<file path="config.mk">
export PLATFORM = sky130hd
export DESIGN_NAME = mant_round
export DESIGN_NICKNAME = d
export VERILOG_FILES = /design/src/rtl/mant_round_pkg.sv /design/src/rtl/mant_round_decide.sv /design/src/rtl/mant_round_incr.sv /design/src/rtl/mant_round.sv
export SDC_FILE = /design/constraint.sdc
export NUM_CORES = 1
export LEC_CHECK = 0
export CORE_ASPECT_RATIO = 1.5
export CORE_MARGIN = 2
export CORE_UTILIZATION = 28
export DETAILED_ROUTE_END_ITERATION = 8
export PLACE_DENSITY = 0.85
export SETUP_SLACK_MARGIN = 0.1
export SYNTH_ARGS = -nofsm -noshare
export SYNTH_HDL_FRONTEND = slang
export SYNTH_SLANG_ARGS = --single-unit
</file>
<file path="constraint.sdc">
create_clock -name vclk -period 2.77
set_clock_uncertainty 0.15 [all_clocks]
set_input_delay 0.277 -clock vclk [all_inputs]
set_output_delay 0.277 -clock vclk [all_outputs]
set_load 0.02 [all_outputs]
</file>
<file path="src/rtl/mant_round_pkg.sv">
// Package: shared types for the mantissa rounding stage.
// Holds the rounding-direction encoding used by the decision logic.
package mant_round_pkg;

    // Rounding-direction encoding carried on the 2-bit mode port.
    typedef enum logic [1:0] {
        RND_NEAREST_EVEN = 2'b00,
        RND_TOWARD_ZERO  = 2'b01,
        RND_TOWARD_POS   = 2'b10,
        RND_TOWARD_NEG   = 2'b11
    } rnd_mode_e;

endpackage

</file>
<file path="src/rtl/mant_round_decide.sv">
// Module: mant_round_decide
// Decides whether the truncated mantissa must be incremented, and whether
// the result is inexact. Assumes the guard/round bits and the truncated
// LSB are already split out by the caller. Any mode code not listed in the
// package falls back to nearest-even.
module mant_round_decide
    import mant_round_pkg::*;
(
    input  logic       guard_i,
    input  logic       round_i,
    input  logic       sticky_i,
    input  logic       lsb_i,
    input  logic       sign_i,
    input  logic [1:0] mode_i,
    output logic       inexact_o,
    output logic       incr_o
);

    logic      lost_bits;
    rnd_mode_e mode;

    // Purpose: flag any nonzero discarded information.
    assign lost_bits = guard_i | round_i | sticky_i;
    assign inexact_o = lost_bits;
    assign mode      = rnd_mode_e'(mode_i);

    // Purpose: pick the increment decision for the selected direction.
    always_comb begin
        incr_o = 1'b0;
        case (mode)
            RND_TOWARD_ZERO: incr_o = 1'b0;
            RND_TOWARD_POS:  incr_o = lost_bits & ~sign_i;
            RND_TOWARD_NEG:  incr_o = lost_bits & sign_i;
            default:         incr_o = guard_i & (round_i | sticky_i | lsb_i);
        endcase
    end

endmodule

</file>
<file path="src/rtl/mant_round_incr.sv">
// Module: mant_round_incr
// Adds a single increment bit to a WIDTH-bit value, producing WIDTH+1 bits.
// The carry into each SEG_W-bit segment is the increment ANDed with the
// all-ones test of every lower bit, so segments do not ripple in series.
// The last segment takes whatever width remains.
module mant_round_incr #(
    parameter int WIDTH = 54,
    parameter int SEG_W = 8
) (
    input  logic [WIDTH-1:0] val_i,
    input  logic             incr_i,
    output logic [WIDTH:0]   sum_o,
    output logic             incr_seen_o
);

    localparam int NSEG = (WIDTH + SEG_W - 1) / SEG_W;

    // Purpose: carry out of the top position for the 2.0 case.
    assign sum_o[WIDTH] = incr_i & (&val_i);
    assign incr_seen_o  = incr_i;

    for (genvar k = 0; k < NSEG; k++) begin : g_seg
        localparam int LO = k * SEG_W;
        localparam int HI = (k == NSEG - 1) ? (WIDTH - 1) : (LO + SEG_W - 1);
        localparam int SW = HI - LO + 1;
        logic seg_cin;

        // Purpose: segment carry-in from the increment and lower all-ones bits.
        if (k == 0) begin : g_first
            assign seg_cin = incr_i;
        end else begin : g_upper
            assign seg_cin = incr_i & (&val_i[LO-1:0]);
        end

        // Purpose: segment sum with its carry-in.
        assign sum_o[HI:LO] = val_i[HI:LO] + SW'(seg_cin);
    end

endmodule

</file>
<file path="src/rtl/mant_round.sv">
// Module: mant_round (top)
// Combinational rounding stage. Strips the guard and round bits (the two
// LSBs of mant_i), decides on an increment from the mode, sign and sticky
// bit, and applies the increment with full carry. A carry past the leading
// bit appears in the top bit of mant_o and is not renormalised here.
// Assumes MANT_W >= 4.
module mant_round #(
    parameter int MANT_W = 56,
    parameter int SEG_W  = 8
) (
    input  logic [MANT_W-1:0] mant_i,
    input  logic              sticky_i,
    input  logic              sign_i,
    input  logic [1:0]        mode_i,
    output logic [MANT_W-2:0] mant_o,
    output logic              round_up_o,
    output logic              inexact_o,
    output logic              frac_rounded_o
);

    localparam int TRUNC_W = MANT_W - 2;

    logic [TRUNC_W-1:0] trunc;
    logic               incr;

    // Purpose: drop guard and round with a fixed 2-bit shift.
    assign trunc = mant_i[MANT_W-1:2];

    mant_round_decide u_decide (
        .guard_i   (mant_i[1]),
        .round_i   (mant_i[0]),
        .sticky_i  (sticky_i),
        .lsb_i     (mant_i[2]),
        .sign_i    (sign_i),
        .mode_i    (mode_i),
        .inexact_o (inexact_o),
        .incr_o    (incr)
    );

    mant_round_incr #(
        .WIDTH (TRUNC_W),
        .SEG_W (SEG_W)
    ) u_incr (
        .val_i       (trunc),
        .incr_i      (incr),
        .sum_o       (mant_o),
        .incr_seen_o (frac_rounded_o)
    );

    // Purpose: report that an increment was applied.
    assign round_up_o = incr;

endmodule

</file>
==> out/qor.json <==
{
  "final.setup.tns": {"value": 0, "unit": "ns"},
  "io_buffers": {"value": 118},
  "critPathKind": {"value": "in2out"},
  "dp_hpwl": {"value": 4273, "unit": "um"},
  "start_util": {"value": 0.2898},
  "clock_buffer_cells": {"value": 0},
  "via_count_of_the_first_global_routing_pass": {"value": 1967},
  "synth-seq-area-share": {"value": 0},
  "yosys-mux-area-fraction": {"value": 0},
  "design.die.area": {"value": 3964, "unit": "um2"},
  "core.rowCount": {"value": 26},
  "crit_path_max_incr_delay": {"value": 0.34, "unit": "ns"},
  "synth_simple_gate_area_share": {"value": 0.4111},
  "flops_and_latches": {"value": 0},
  "synthDominantAreaCellType": {"value": "sky130_fd_sc_hd__xnor2_1"},
  "actual_slew_at_the_worst_max_slew_pin": {"value": 0.2697, "unit": "ns"},
  "grt_overflow": {"value": 0},
  "minimum_hold_slack": {"value": 0.7623, "unit": "ns"},
  "drive_above_1_share": {"value": 0.4582},
  "synth_top_area_share": {"value": 0.2255},
  "worstPathMaxFanout": {"value": 4},
  "num_vias": {"value": 1823},
  "timing.max_slew.rel_slack": {"value": 0.8187},
  "coreArea": {"value": 3351, "unit": "um2"},
  "seqCellArea": {"value": 0, "unit": "um2"},
  "synthesis.area": {"value": 970.9, "unit": "um2"},
  "gr-usage-all-layers": {"value": 0.2739},
  "synth_cells": {"value": 136},
  "route.detailed.wl_per_inst": {"value": 15.62, "unit": "um"},
  "critical_path.slowest_cell": {"value": "sky130_fd_sc_hd__or3_4"},
  "max-cap-violations": {"value": 0},
  "place_ws": {"value": -0.7977, "unit": "ns"},
  "outcome": {"value": "completed"},
  "cellLeakagePower": {"value": 1.360, "unit": "nW"},
  "global_route.usage.met2": {"value": 0.5759},
  "die_h": {"value": 76.12, "unit": "um"},
  "vias_per_cell": {"value": 4.995},
  "use_met1": {"value": 0.2110},
  "syn-mean-instance-area": {"value": 7.139, "unit": "um2"},
  "gr-max-usage-layer": {"value": "met2"},
  "post_synth_main_area_contributors": {"value": "sky130_fd_sc_hd__xnor2_1 (23%), sky130_fd_sc_hd__ha_1 (18%), sky130_fd_sc_hd__xor2_1 (15%)"},
  "chipWidth": {"value": 52.08, "unit": "um"},
  "cts-hold-fix-buffers": {"value": 0},
  "antenna_cells_inserted": {"value": 0},
  "critPathLaunch": {"value": "mant_i[1]"},
  "finalWorstPathRequiredPeriod": {"value": 2.631, "unit": "ns"},
  "fin_nets": {"value": 399},
  "synth_top_family_by_area": {"value": "simple AND/OR/NAND/NOR gates"},
  "synth_xor_area_frac": {"value": 0.3789},
  "cellPowerDensity": {"value": 129.4, "unit": "nW/um2"},
  "drtPass1Iterations": {"value": 4},
  "timing.critical_path.arrival": {"value": 2.20, "unit": "ns"},
  "final_util": {"value": 0.8282},
  "initial_drt_markers": {"value": 16},
  "compound_gate_fraction_of_synth_area": {"value": 0.01031},
  "layout.filler_cells": {"value": 233},
  "rsz_0062_raised_after_global_routing": {"value": "yes"},
  "synth.net_count": {"value": 210},
  "gp_congestion": {"value": 0.8798},
  "top_level_ports": {"value": 118},
  "synth_warnings": {"value": 0},
  "setup_viol": {"value": 0},
  "timing_hold_violations_final": {"value": 0},
  "setup.worst_path.end_class": {"value": "primary output"},
  "worst_slack": {"value": 0.1387, "unit": "ns"},
  "antenna_left": {"value": 0},
  "layout_worst_path_cycle_share": {"value": 0.9499},
  "timing.critical_path.from_type": {"value": "primary input"},
  "critical_path.endpoint": {"value": "mant_o[36]"},
  "grt_start_max_net_pins": {"value": 6},
  "grt_antenna_before_repair": {"value": 0},
  "first_pass_grt_wire_length": {"value": 8514, "unit": "um"},
  "drc": {"value": 0},
  "postRouteWirelength": {"value": 5702, "unit": "um"},
  "max-vdd-ir-drop": {"value": 0.1033, "unit": "mV"},
  "report.final.slew_viol_count": {"value": 0},
  "max_freq": {"value": 380.0, "unit": "MHz"},
  "global_route.usage.met3": {"value": 0.05490},
  "hold_path.class": {"value": "in2out"},
  "worstPathRequired": {"value": 2.34, "unit": "ns"},
  "synthDistinctLibCells": {"value": 19},
  "syn2layout_area_growth": {"value": 185.8, "unit": "%"},
  "list_of_cells_traversed_by_the_critical_path": {"value": "dlygate4sd2_1, or3_4, a32o_2, nand4_1, inv_1, ha_2, buf_4, nand4_1, xnor2_1, buf_4"},
  "synth_adder_area_share": {"value": 0.1804}
}
[cells in the mapped netlist]
cell and instances:
sky130_fd_sc_hd__or3_4 1, sky130_fd_sc_hd__ha_1 14, sky130_fd_sc_hd__a32o_1 1, sky130_fd_sc_hd__or3_1 2, sky130_fd_sc_hd__nor3b_1 1, sky130_fd_sc_hd__nor3_1 1
sky130_fd_sc_hd__xor2_1 17, sky130_fd_sc_hd__inv_1 3, sky130_fd_sc_hd__nor2_1 13, sky130_fd_sc_hd__nand2_1 9, sky130_fd_sc_hd__and4_1 2, sky130_fd_sc_hd__or2_1 1
sky130_fd_sc_hd__nand4_1 12, sky130_fd_sc_hd__nor3_2 1, sky130_fd_sc_hd__and3_1 8, sky130_fd_sc_hd__nand3_1 23, sky130_fd_sc_hd__nor4_1 1, sky130_fd_sc_hd__buf_4 1
sky130_fd_sc_hd__xnor2_1 25
[power by group]
| group | switching (mW) | total (mW) | internal [mW] |
|---|---|---|---|
| Combinational | 0.174 | 0.359 | 0.185 |
| Sequential | 0 | 0 | 0 |
| Clock | 0 | 0 | 0 |
[worst max-delay path: cells and delay by family]
family | cells | cell delay [ns]
XOR/XNOR | 1 | 0.15
AND/OR/NAND/NOR | 3 | 0.61
AO/OA/AOI/OAI | 1 | 0.29
buffers and inverters | 4 | 0.68
adder cells (fa/ha/maj) | 1 | 0.21
[worst min path at each step]
stage                from    endpoint  slack (ns)  cells after the start
5_1_grt        mant_i[33]  mant_o[31]        0.77                      3
3_5_place_dp   mant_i[54]  mant_o[52]        1.50                      3
2_1_floorplan  mant_i[32]  mant_o[30]        0.50                      1
4_1_cts        mant_i[16]  mant_o[14]        0.93                      4
6_report       mant_i[33]  mant_o[31]        0.76                      3
3_3_place_gp   mant_i[55]  mant_o[53]        1.49                      3
[placed cells by master, fill, tap and decap left out, types with 8 or more instances in the layout]
master	Yosys	routed
sky130_fd_sc_hd__buf_4	1	86
sky130_fd_sc_hd__dlygate4sd2_1	0	37
sky130_fd_sc_hd__xnor2_1	25	23
sky130_fd_sc_hd__clkdlybuf4s15_1	0	18
sky130_fd_sc_hd__nand3_1	23	17
sky130_fd_sc_hd__clkdlybuf4s50_1	0	16
sky130_fd_sc_hd__xor2_1	17	14
sky130_fd_sc_hd__nand4_1	12	12
sky130_fd_sc_hd__clkbuf_2	0	11
sky130_fd_sc_hd__buf_2	0	11
sky130_fd_sc_hd__nand2_1	9	8
sky130_fd_sc_hd__dlymetal6s2s_1	0	8
[layer usage]
metal	vias up	wire, um
li1	865	-
met1	851	1688
met2	85	3444
met3	22	334
met4	0	235
met5	-	0
[timing repair]
item / CTS / global route
pin swaps: 26 / 20
endpoints found under the setup margin: 55 / 47
gates resized for setup: 219 / 84
setup buffers: 10 / 1
[layout make-up]
type | instances | area, um2 | share of cell area
repair buffers | 188 | 1531 | 0.5518
multi-input cells | 132 | 1180 | 0.4252
well taps | 42 | 52.55 | 0.01894
inverters | 3 | 11.26 | 0.004058
[cell families (layout without fill, tap and decap cells)]
family,after synthesis,in the layout
AOI/OAI and AO/OA,1,1
xor gates and xnor gates,42,42
adders and majority gates,14,14
buffers and inverters,4,191
and+or+nand+nor,75,75
[per-stage QoR]
stage	power [mW]	cells	cell area, um2
2_1_floorplan	0.1184	136	978.4
3_3_place_gp	0.3759	354	2648
3_5_place_dp	0.3840	354	2648
4_1_cts	0.3473	364	2693
5_1_grt	0.3811	365	2775
6_report	0.3592	365	2775
Note: power is estimated with default switching activity, not from simulation.
